===== src/rtl/sq_pkg.sv =====
package sq_pkg;

    localparam int PART_W = 18;
    localparam int SET_W  = 8;

    typedef enum logic [1:0] {
        DEP_NONE  = 2'd0,
        DEP_MAYBE = 2'd1,
        DEP_HIT   = 2'd2
    } dep_e;

    // Early slice: an unknown older store forces a conflict, a slice alias only a maybe.
    function automatic dep_e grade_partial(input logic any_unknown, input logic any_alias);
        if (any_unknown)    return DEP_HIT;
        else if (any_alias) return DEP_MAYBE;
        else                return DEP_NONE;
    endfunction

    // Full address: the answer is exact, so there is no maybe.
    function automatic dep_e grade_full(input logic any_unknown, input logic any_match);
        return (any_unknown || any_match) ? DEP_HIT : DEP_NONE;
    endfunction

endpackage


===== src/rtl/sq_delay_pipe.sv =====
module sq_delay_pipe #(
    parameter int W = 8,
    parameter int D = 3
) (
    input  logic         clk,
    input  logic         rst,
    input  logic         in_valid,
    input  logic [W-1:0] in_data,
    output logic         out_valid,
    output logic [W-1:0] out_data
);
    logic [D-1:0] vq;
    logic [W-1:0] dq [D];

    always_ff @(posedge clk) begin
        if (rst) begin
            vq <= '0;
        end else begin
            vq[0] <= in_valid;
            for (int i = 1; i < D; i++) vq[i] <= vq[i-1];
        end
    end

    always_ff @(posedge clk) begin
        dq[0] <= in_data;
        for (int i = 1; i < D; i++) dq[i] <= dq[i-1];
    end

    assign out_valid = vq[D-1];
    assign out_data  = dq[D-1];
endmodule


===== src/rtl/sq_store_table.sv =====
module sq_store_table
    import sq_pkg::*;
#(
    parameter int DEPTH  = 16,
    parameter int ADDR_W = 32
) (
    input  logic                     clk,
    input  logic                     rst,
    input  logic                     alloc,
    input  logic                     addr_wr,
    input  logic [$clog2(DEPTH)-1:0] addr_idx,
    input  logic [ADDR_W-1:0]        addr_val,
    input  logic                     retire,
    input  logic [PART_W-1:0]        cmp_part,
    input  logic [ADDR_W-1:0]        cmp_full,
    output logic [$clog2(DEPTH)-1:0] alloc_idx,
    output logic [DEPTH-1:0]         retire_mask,
    output logic [DEPTH-1:0]         vld,
    output logic [DEPTH-1:0]         known,
    output logic [DEPTH-1:0]         pmatch,
    output logic [DEPTH-1:0]         fmatch
);
    localparam int IDX_W = $clog2(DEPTH);
    localparam int OCC_W = $clog2(DEPTH + 1);

    logic [IDX_W-1:0]  head, tail;
    logic [OCC_W-1:0]  occ;
    logic [ADDR_W-1:0] addr_q [DEPTH];

    function automatic logic [IDX_W-1:0] step(input logic [IDX_W-1:0] p);
        return (p == IDX_W'(DEPTH - 1)) ? '0 : p + 1'b1;
    endfunction

    always_ff @(posedge clk) begin
        if (rst) begin
            head  <= '0;
            tail  <= '0;
            occ   <= '0;
            vld   <= '0;
            known <= '0;
        end else begin
            if (alloc) begin
                vld[tail]   <= 1'b1;
                known[tail] <= 1'b0;
                tail        <= step(tail);
            end
            if (addr_wr && vld[addr_idx]) known[addr_idx] <= 1'b1;
            if (retire) begin
                vld[head]   <= 1'b0;
                known[head] <= 1'b0;
                head        <= step(head);
            end
            occ <= occ + OCC_W'(alloc) - OCC_W'(retire);
        end
    end

    always_ff @(posedge clk) begin
        if (addr_wr && vld[addr_idx]) addr_q[addr_idx] <= addr_val;
    end

    for (genvar g = 0; g < DEPTH; g++) begin : g_cmp
        assign pmatch[g] = (addr_q[g][PART_W-1:0] == cmp_part);
        assign fmatch[g] = (addr_q[g] == cmp_full);
    end

    assign alloc_idx   = tail;
    assign retire_mask = retire ? (DEPTH'(1) << head) : '0;


    no_overflow_chk: assert property (@(posedge clk) disable iff (rst)
        alloc |-> (occ != OCC_W'(DEPTH) || retire));


    no_underflow_chk: assert property (@(posedge clk) disable iff (rst)
        retire |-> occ != '0);


    ring_step_chk: assert property (@(posedge clk) disable iff (rst)
        alloc |=> tail == step($past(tail)));
endmodule


===== src/rtl/sq_partial_disambig.sv =====
module sq_partial_disambig
    import sq_pkg::*;
#(
    parameter int DEPTH    = 16,
    parameter int LD_SLOTS = 4,
    parameter int ADDR_W   = 32,
    parameter int PART_LAT = 3,
    parameter int FULL_LAT = 5,
    parameter int CNT_W    = 16
) (
    input  logic                        clk,
    input  logic                        rst,
    input  logic                        st_alloc_valid,
    output logic [$clog2(DEPTH)-1:0]    st_alloc_idx,
    input  logic                        st_addr_valid,
    input  logic [$clog2(DEPTH)-1:0]    st_addr_idx,
    input  logic [ADDR_W-1:0]           st_addr,
    input  logic                        st_retire_valid,
    input  logic                        ld_req_valid,
    input  logic [$clog2(LD_SLOTS)-1:0] ld_req_id,
    input  logic [PART_W-1:0]           ld_req_part,
    output logic                        early_set_valid,
    output logic [SET_W-1:0]            early_set,
    output logic                        part_res_valid,
    output logic [$clog2(LD_SLOTS)-1:0] part_res_id,
    output logic [1:0]                  part_res_verdict,
    input  logic                        ld_full_valid,
    input  logic [$clog2(LD_SLOTS)-1:0] ld_full_id,
    input  logic [ADDR_W-1:0]           ld_full_addr,
    output logic                        full_res_valid,
    output logic [$clog2(LD_SLOTS)-1:0] full_res_id,
    output logic [1:0]                  full_res_verdict,
    output logic                        full_res_release,
    output logic [CNT_W-1:0]            false_dep_count
);
    localparam int LID_W = $clog2(LD_SLOTS);
    localparam int PW_W  = LID_W + 2;
    localparam int FW_W  = LID_W + 3;

    logic [DEPTH-1:0] vld, known, pmatch, fmatch, retire_mask;

    sq_store_table #(.DEPTH(DEPTH), .ADDR_W(ADDR_W)) u_table (
        .clk        (clk),
        .rst        (rst),
        .alloc      (st_alloc_valid),
        .addr_wr    (st_addr_valid),
        .addr_idx   (st_addr_idx),
        .addr_val   (st_addr),
        .retire     (st_retire_valid),
        .cmp_part   (ld_req_part),
        .cmp_full   (ld_full_addr),
        .alloc_idx  (st_alloc_idx),
        .retire_mask(retire_mask),
        .vld        (vld),
        .known      (known),
        .pmatch     (pmatch),
        .fmatch     (fmatch)
    );

    // Early lookup: only stores already queued (and not leaving now) are older.
    logic [DEPTH-1:0] older_now;
    dep_e             pv_now;
    assign older_now = vld & ~retire_mask;
    assign pv_now    = grade_partial(|(older_now & ~known), |(older_now & pmatch));

    logic [DEPTH-1:0] slot_mask [LD_SLOTS];
    dep_e             slot_pv   [LD_SLOTS];

    always_ff @(posedge clk) begin
        if (rst) begin
            for (int s = 0; s < LD_SLOTS; s++) begin
                slot_mask[s] <= '0;
                slot_pv[s]   <= DEP_NONE;
            end
        end else begin
            for (int s = 0; s < LD_SLOTS; s++) begin
                if (ld_req_valid && ld_req_id == LID_W'(s)) begin
                    slot_mask[s] <= older_now;
                    slot_pv[s]   <= pv_now;
                end else begin
                    slot_mask[s] <= slot_mask[s] & ~retire_mask;
                end
            end
        end
    end

    always_ff @(posedge clk) begin
        if (rst) begin
            early_set_valid <= 1'b0;
            early_set       <= '0;
        end else begin
            early_set_valid <= ld_req_valid;
            if (ld_req_valid) early_set <= ld_req_part[SET_W-1:0];
        end
    end

    // Full check against the older stores still queued.
    logic [DEPTH-1:0] chk_mask;
    dep_e             fv_now;
    logic             rel_now;
    assign chk_mask = slot_mask[ld_full_id] & vld & ~retire_mask;
    assign fv_now   = grade_full(|(chk_mask & ~known), |(chk_mask & fmatch));
    assign rel_now  = (slot_pv[ld_full_id] == DEP_MAYBE) && (fv_now == DEP_NONE);

    logic [PW_W-1:0] part_out;
    logic [FW_W-1:0] full_out;

    sq_delay_pipe #(.W(PW_W), .D(PART_LAT)) u_part_pipe (
        .clk      (clk),
        .rst      (rst),
        .in_valid (ld_req_valid),
        .in_data  ({ld_req_id, pv_now}),
        .out_valid(part_res_valid),
        .out_data (part_out)
    );

    sq_delay_pipe #(.W(FW_W), .D(FULL_LAT)) u_full_pipe (
        .clk      (clk),
        .rst      (rst),
        .in_valid (ld_full_valid),
        .in_data  ({ld_full_id, fv_now, rel_now}),
        .out_valid(full_res_valid),
        .out_data (full_out)
    );

    assign {part_res_id, part_res_verdict}                   = part_out;
    assign {full_res_id, full_res_verdict, full_res_release} = full_out;

    always_ff @(posedge clk) begin
        if (rst)                                    false_dep_count <= '0;
        else if (full_res_valid && full_res_release) false_dep_count <= false_dep_count + 1'b1;
    end


    early_set_chk: assert property (@(posedge clk) disable iff (rst)
        ld_req_valid |=> early_set_valid && early_set == $past(ld_req_part[SET_W-1:0]));


    part_code_chk: assert property (@(posedge clk) disable iff (rst)
        part_res_valid |-> part_res_verdict != 2'b11);


    release_none_chk: assert property (@(posedge clk) disable iff (rst)
        (full_res_valid && full_res_release) |-> full_res_verdict == DEP_NONE);


    count_step_chk: assert property (@(posedge clk) disable iff (rst)
        (false_dep_count != $past(false_dep_count)) |-> $past(full_res_valid && full_res_release));


    full_code_chk: assert property (@(posedge clk) disable iff (rst)
        full_res_valid |-> full_res_verdict != DEP_MAYBE);
endmodule


===== config.mk =====
export PLATFORM = sky130hd
export DESIGN_NAME = sq_partial_disambig
export DESIGN_NICKNAME = d
export VERILOG_FILES = /design/src/rtl/sq_pkg.sv /design/src/rtl/sq_delay_pipe.sv /design/src/rtl/sq_store_table.sv /design/src/rtl/sq_partial_disambig.sv
export SDC_FILE = /design/constraint.sdc
export NUM_CORES = 1
export LEC_CHECK = 0
export ABC_CLOCK_PERIOD_IN_PS = 6100
export BUFFER_PORTS_ARGS = -buffer_cell sky130_fd_sc_hd__buf_2
export CAP_MARGIN = 20
export CORE_MARGIN = 2
export CORE_UTILIZATION = 45
export CTS_BUF_LIST = sky130_fd_sc_hd__clkbuf_8
export DETAILED_ROUTE_END_ITERATION = 10
export GPL_ROUTABILITY_DRIVEN = 0
export MAX_ROUTING_LAYER = met4
export SLEW_MARGIN = 20
export SYNTH_ARGS = -nofsm -noshare
export SYNTH_HDL_FRONTEND = slang
export SYNTH_SLANG_ARGS = --single-unit

===== constraint.sdc =====
create_clock -name clk -period 6.1 [get_ports clk]
set_input_delay 0.305 -clock clk [delete_from_list [all_inputs] [get_ports clk]]
set_output_delay 0.305 -clock clk [all_outputs]
set_load 0.02 [all_outputs]

==> results of run 1 <==
[power groups by stage]
stage	clock network (W)	registers (W)	logic, W
2_1_floorplan	0	0.00528	0.000455
3_3_place_gp	0	0.00528	0.000844
3_5_place_dp	0	0.00528	0.000849
4_1_cts	0.00417	0.00518	0.000856
5_1_grt	0.00437	0.00519	0.000893
6_report	0.00412	0.00518	0.000874
[stage by stage]
stage                     hold slack, ns  util [%]  setup slack (ns)  cells
after floorplan                   0.3096         -             1.100   2509
after global placement            0.3100     47.69             2.345   3458
after detailed placement          0.3121     47.69             2.276   3458
after CTS                        0.04501     51.02             2.214   3686
after global routing             0.04939     51.13             2.054   3692
final                            0.08432     51.14             2.074   3695
[per-layer routing]
metal,GRT usage [%],up-vias
met2,52.14,1423
li1,-,9175
met1,41.49,11160
met5,-,-
met3,5.439,380
met4,16.51,0
[kinds of logic after synthesis]
family / synth area share [%]
xor gates and xnor gates: 21.95
AOI/OAI and AO/OA: 2.893
other: 0.02312
buffers and inverters: 2.465
muxes: 2.250
DFF: 60.40
and+or+nand+nor: 9.596
adders and majority gates: 0.4237
[layout make-up]
| class | count | share of cell area [%] |
|---|---|---|
| well taps | 950 | 3.251 |
| clock buffers | 141 | 5.308 |
| clock inverters | 81 | 1.040 |
| repair buffers | 164 | 2.608 |
| flip-flops and latches | 688 | 53.66 |
| multi-input cells | 1651 | 33.95 |
| diodes | 6 | 0.04107 |
| inverters | 14 | 0.1437 |
[worst register-to-register path: stages, from the launching register on]
cell,delay [ns]
dfxtp_1,0.41
ha_1,0.42
ha_1,0.27
inv_1,0.05
o21ai_0,0.88
nor4_1,0.16
a22oi_1,0.44
nand4_1,0.25
o31ai_2,0.74
nor3_2,0.10
[flip-flops by register name, summed over array words and instances (netlist names)]
signal	cells
early_set	8
false_dep_count	16
slot_mask	64
slot_pv	8
u_full_pipe.dq	20
u_full_pipe.vq	5
u_part_pipe.dq	12
u_part_pipe.vq	3
u_table.addr_q	512
u_table.alloc_idx	4
u_table.head	4
u_table.known	16
u_table.vld	16
[final timing paths]
kind                              from               endpoint
hold / removal           ld_full_id[0]   u_full_pipe.dq[0][3]
hold reg to reg   u_full_pipe.dq[0][8]  u_full_pipe.dq[0][13]
setup reg to reg       u_table.head[1]          slot_pv[1][0]
setup / recovery       u_table.head[1]          slot_pv[1][0]
[cells in the final DEF, fill, tap and decap left out, types with 4 or more instances in the layout]
master         instances
buf_2                135
nor2_4                 9
and3_1                 5
buf_4                 20
diode_2                6
nor3_2                 7
nand3_1               67
or2_2                 14
ha_1                  11
clkinv_1              25
mux2i_1               28
nor2_1                69
o22ai_1               12
dlygate4sd3_1          6
nor4_1               157
a211oi_1               5
o32ai_1                4
mux4_2                20
a21o_1                10
a21oi_1               45
clkinv_2              12
xor2_1               555
o21ai_0               56
conb_1                65
xnor2_1              259
a22oi_1                4
edfxtp_1             584
inv_1                 51
nor3_1                23
nand2b_1              26
nor2b_1               16
nand2_1               36
nand4_1              107
dfxtp_1              104
clkbuf_8             141
==> summary by stage, run 1 <==
Die
The cell row count is 98. In this run the standard cell core region covers a little over 70000 µm². The count of pins on the block boundary is around 140.

For this configuration, the core starts out at a cell density of between 40% and 50%. The x dimension of the die is 272.7 µm. The height of the chip is 272.7 µm.

The overall die area is 74350 µm².

Finish
The number of nets in the final layout is approximately 2700. The flip-flop and latch area is 19620 µm². The final design instance area without fill is 36560 µm². Of the cells placed in the final design, the portion with a size suffix greater than 1 is 13.84%.

The area occupied by multi-input gates is between 10000 and 15000 µm². The synthesis-to-layout area growth is 12.56%. The filler cells instantiated in the layout total 6281.

Setup path
The kind of end point of the critical path is a flop. The total stage count of the critical path is 9. The largest delay contributor family on the critical path is compound AO/OA/AOI/OAI gates. STA classifies the critical path startpoint as a flop. The worst reg-to-reg path cell count is 9. Data arrives at the worst endpoint at between 4 and 5 ns. The largest individual stage delay along the critical path comes from the cell o21ai_0. The worst setup path is of the reg -> reg kind. Walking the worst path, the cells encountered are ha_1 -> ha_1 -> inv_1 -> o21ai_0 -> nor4_1 -> a22oi_1 -> nand4_1 -> o31ai_2 -> nor3_2. The biggest fanout along the worst timing path is 10. The most numerous cell type found on the critical path is ha_1. For the worst setup path, the data required time is between 6 and 7 ns. The longest individual stage delay on the worst path is 0.88 ns. Together, buffers and inverters on the worst path number 1. The flop-to-flop setup slack is 2.07 ns.

Job
Across the run, the number of max-cap violations was 0.

Global route
The number of antenna violations at the first check in global routing is 12. The final global-route overflow total is 0. The first global-routing pass estimated 164.7 mm of wire. The overall global routing resource usage is 33.10%.

Entering global routing, the biggest net connects 92 pins. The number of global-route vias before repair is 21400.

Synth
The number of unique standard cell types used by synthesis is 52. In the synthesized netlist, the cells that appear most often are edfxtp_1, xor2_1, xnor2_1, nor4_1, nand4_1. Sorting the synthesized cells by area gives the leading types as edfxtp_1, xor2_1, xnor2_1, dfxtp_1, nor4_1.

The synthesized design contains 584 enable-type register cells. The synthesized instance count is 2446. For this run, the register share of the synthesized area comes to 60.40%.

The synthesized design contains about 700 register bits. After synthesis the cells add up to 32480 µm². A synthesized cell averages 13.28 µm².

In this run the biggest area consumer among cell types represents 53.99% of the synthesized area. The async set-or-reset flop fraction in the synthesized netlist is 0%. The total of warnings raised by yosys is 0. The biggest area contributor in the post-synthesis netlist is edfxtp_1. The dominant synthesized flop cell is edfxtp_1.

The cell with the most instances after synthesis is edfxtp_1.

Detailed routing
The met1 wire length is 45.47 mm. After detailed routing, the average wire length per cell comes to about 33 µm. For this run, the detailed router's first-pass iteration total came to 8. The per-cell via count in the routed design is 5.992. Across all layers, the routed design uses 22140 vias. In the routed design, unresolved DRC markers number 0. The final antenna-violating net count is 0. Wire segments on met2 add up to 56.78 mm in the final route. Wires add up to 120.5 mm.

The detailed router's first-iteration violation count is 2989. Summed over all nets, wire length on met3 after detailed routing comes to between 10 and 15 mm. The highest layer touched by signal routing is met4.

Outcome
The run finished with clean final reports.

STA
The portion of the clock cycle consumed by the worst path in the final layout is 65.99%. At the pin with the least slew margin, the transition time is between 1 and 1.5 ns. The max-slew headroom at the worst pin is between 20% and 30%.

Setup repair after global routing left no endpoint under its margin. The number of failing hold endpoints at the final stage was 0. The final count of negative-setup-slack endpoints is 0.

The final critical-path required period is 4.026 ns. The max-slew violation count is 0. The final setup TNS is 0 ns. The clock skew is a little over 0.07 ns.

For this run, the top clock speed supported by timing is 248.4 MHz.

Clock tree
The root cell of the clock tree is clkbuf_8. The H-tree generated during clock tree synthesis spans 3 levels. Clock-pin slew was measured on the worst setup and hold paths at 0.07 ns. The clock latency of the later-clocked register in the worst-skew pair is between 0.7 and 0.8 ns. The number of post-CTS setup repair buffers is 0. The post-CTS resize count is 0. The clock drives 688 sinks.

The clock buffer count from CTS is 118. The CTS tree is done. Counting along the longest clock path gives a buffer depth of 3. Hold repair after CTS inserted 6 buffers.

Power and ir drop
The completed layout was analyzed and its total power is 0.01018 W. The largest voltage drop on the vdd net is 0.1649 mV. Combinational cells account for between 8 and 9% of the total power. The share of total power in the clock network is 40.5%. Summed over all nets, the switching power comes to ~0.0027 W. The internal portion of the total power is 0.007522 W. The power per standard cell area is between 200 and 300 nW/µm². The switching portion of total power is 26.08%.

The portion of total power attributed to sequential cells is between 50 and 60%. The leakage power summed over all cells is between 10 and 15 nW.

Place
Once detailed placement completed, the half-perimeter wirelength came to 71.33 mm. In this run the cell area measured after placement is 34090 µm². The count of input and output buffers is 135.

Worst hold path
The worst hold path belongs to the class in -> reg. The count of cells along the worst hold path is 1.
Power figures use the tool's default switching activity.
==> inputs of run 2 (changes only) <==
- ABC_CLOCK_PERIOD_IN_PS: 6100 -> 4000
- clock period: 6.1 -> 4 ns (I/O delays scaled with it)
==> run 2 against run 1 <==
Net effect: routed wire length rose by 1.2%; maximum frequency is 8.0% higher; first-iteration DRC count rose by 4.2%; clock skew shrank 0.030 ns; design area is 0.86% higher; global-route usage rose by 0.49 points; sequential share of layout area fell by 0.46 points; final cell count up 1.5%; via count is 1.7% higher; combinational power up 58%; largest cell class unchanged.
==> summary by stage, run 2 (same netlist as run 1, synthesis figures left out) <==
Detailed routing
The final antenna-violating net count is 0. The per-cell via count in the routed design is about 6. The detailed-route wire length per cell is 32.50 µm. The detailed router's first-iteration violation count is 3115. The total wirelength of the detailed-routed design is around 120 mm. For this run, design rule violations remaining after detail routing come to 0. The first detailed-routing pass took 5 iterations. The total vias in the final route is 22520.

Finish
Once layout is complete, the utilization of the core stands at a little over 50%. The largest registers in the layout are u_table.addr_q (512), slot_mask (64), u_full_pipe.dq (20). The most common library cell in the layout ignoring fill and taps is edfxtp_1.

The library cells used most frequently in the layout, excluding fill and tap cells, are edfxtp_1, xor2_1, xnor2_1. The share of layout cells above drive strength 1 is 14.51%. The flip-flop count of the largest register after layout is 512. The synthesis-to-layout area growth is 13.53%. The number of nets in the final layout is 2804.

The register with the most flip-flops in the final layout is u_table.addr_q.

Die
Measured along the x axis, the die boundary spans between 200 and 300 µm. The core region is 71490 µm². between 100 and 150 I/O pins were placed. From bottom edge to top edge, the die measures ~270 µm. The cell row count is 98. The overall die area is 74350 µm².

Once the floorplan was initialized, standard cells occupied a little under half of the core.

Worst hold path
In this run the worst hold path is classified as in -> reg. The worst hold path passes through 3 cells.

STA
The final critical path takes up between 90% and 100% of the cycle. The final critical-path required period is 3.728 ns. On the final layout, the worst clock skew is around 0.041 ns. Setup slack closes at 0.2724 ns. Setup repair after global routing left no endpoint under its margin. The maximum clock rate is around 270 MHz. The max-slew headroom at the worst pin is 20.59%. The final count of negative-setup-slack endpoints is 0. The pin slew with the least headroom to its limit is 1.180 ns. The number of failing hold endpoints at the final stage came to 0.

The max-slew violation count was 0.

Place
The detailed placement HPWL is 78.03 mm. The post-place setup slack is 0.4105 ns. The count of input and output buffers is ~140.

Global route
The maximum number of pins on one net before global-route repair is 50. The number of global-route vias before repair came to approximately 22000. The first global-routing pass estimated 168.1 mm of wire. For this run the aggregate overflow at the end of global routing stands at 0. The overall global routing resource usage is 33.59%.

The number of antenna violations at the first check in global routing came to 2.

Clock tree
In this run the deepest clock path goes through 3 buffers. The H-tree generated during clock tree synthesis spans 3 levels. Clock latency on the worst-skew pair, taken at its later pin, is slightly below 0.8 ns. The tree is rooted in a clkbuf_8. In this run, CTS created clock tree buffers numbering 117.

The clock drives 688 sinks. The clock slew seen by the registers of the worst setup and hold paths is 0.06 ns. TritonCTS built the clock tree.

Setup path
Counting cells, the worst reg-to-reg path comes to 9. For the worst setup path, the data required time is 4.45 ns. In this run the worst path has a maximum fanout of 9. The data arrival time of the critical path is 4.18 ns.

The setup path with the least slack is of type reg -> reg. The kind of end point of the critical path is a flop. The startpoint type of the worst setup path is a flop.

Power and ir drop
For this design the total switching power over the nets is 0.004052 W. The internal portion of the total power is 0.01120 W. The power share of the combinational group is a little under a tenth. The leakage power summed over all cells is 12.92 nW. The power per standard cell area is between 400 and 500 nW/µm². The clock network accounts for around two fifths of the total power. Of the total power, the share spent switching nets is a little over a quarter. The portion of total power attributed to sequential cells is 51.8%. The largest voltage drop on the vdd net is 0.3320 mV.

Outcome
The flow ran to the end, and the final reports show no timing, DRC or antenna violations.

Job
The max-cap violation count is 0.
## run 2: cell types whose count changed in the layout (fill, tap and decap cells not counted), moves of 3 or more
cell	change
buf_4	+43
clkbuf_8	-20
clkinv_1	+4
clkinv_2	+6
clkinv_8	+3
dlygate4sd3_1	+20
inv_1	+8
## run 2: final cells by class
type / instances / area (µm²)
antenna: 4 / 10.01
clock buffer: 121 / 1665
clock inverter: 100 / 510.5
fill: 6233 / 34610
inverter: 14 / 52.55
multi-input combinational: 1651 / 12420
sequential: 688 / 19620
tap: 950 / 1189
timing repair buffer: 224 / 1409
## run 2: repair_timing
action / CTS / global route
hold buffers: 25 / 1
resized for setup: 0 / 0
endpoints found under the hold margin: 174 / 1
setup buffers: 0 / 0
## run 2: per-stage QoR
step | hold slack [ns] | TNS (ns) | area (µm²) | power, W | std cells
5_1_grt | 0.005113 | 0 | 36870 | 0.01568 | 3750
3_3_place_gp | 0.3120 | 0 | 34430 | 0.009365 | 3501
2_1_floorplan | 0.2277 | -51.25 | 32720 | 0.008742 | 2509
4_1_cts | 0.0004202 | 0 | 36860 | 0.01528 | 3747
3_5_place_dp | 0.3121 | 0 | 34430 | 0.009378 | 3501
6_report | 0.04790 | 0 | 36880 | 0.01525 | 3752
## run 2: final timing paths
check	slack [ns]	to	from
hold reg to reg	0.32	u_full_pipe.dq[0][19]	u_full_pipe.dq[0][14]
setup reg to reg	0.27	slot_pv[3][0]	u_table.head[0]
hold / removal	0.05	early_set[6]	ld_req_valid
setup / recovery	0.27	slot_pv[3][0]	u_table.head[0]
## run 2: routing by layer
layer	up-vias	GRT usage [%]	share of wire [%]
met5	-	-	0
met4	0	16.67	5.7
met3	355	6.230	9.8
met2	1449	51.89	46
met1	11410	42.55	38
li1	9298	-	-
## run 2: power groups by stage
stage               Sequential (W)  Combinational (W)  Clock (W)
finish                     0.00791            0.00138    0.00597
global route               0.00791            0.00141    0.00636
CTS                        0.00791            0.00135    0.00603
detailed placement         0.00806            0.00132          0
global placement           0.00805            0.00131          0
floorplan                  0.00805           0.000694          0
## run 2: worst max-delay path, stage by stage (launching register included)
cell and delay (ns):
dfxtp_1 0.36, inv_1 0.12, ha_1 0.35, nand2_1 0.11, o21ai_0 0.80, nor4_1 0.18
a22oi_1 0.44, nand4_1 0.29, o31ai_2 0.70, nor3_2 0.09
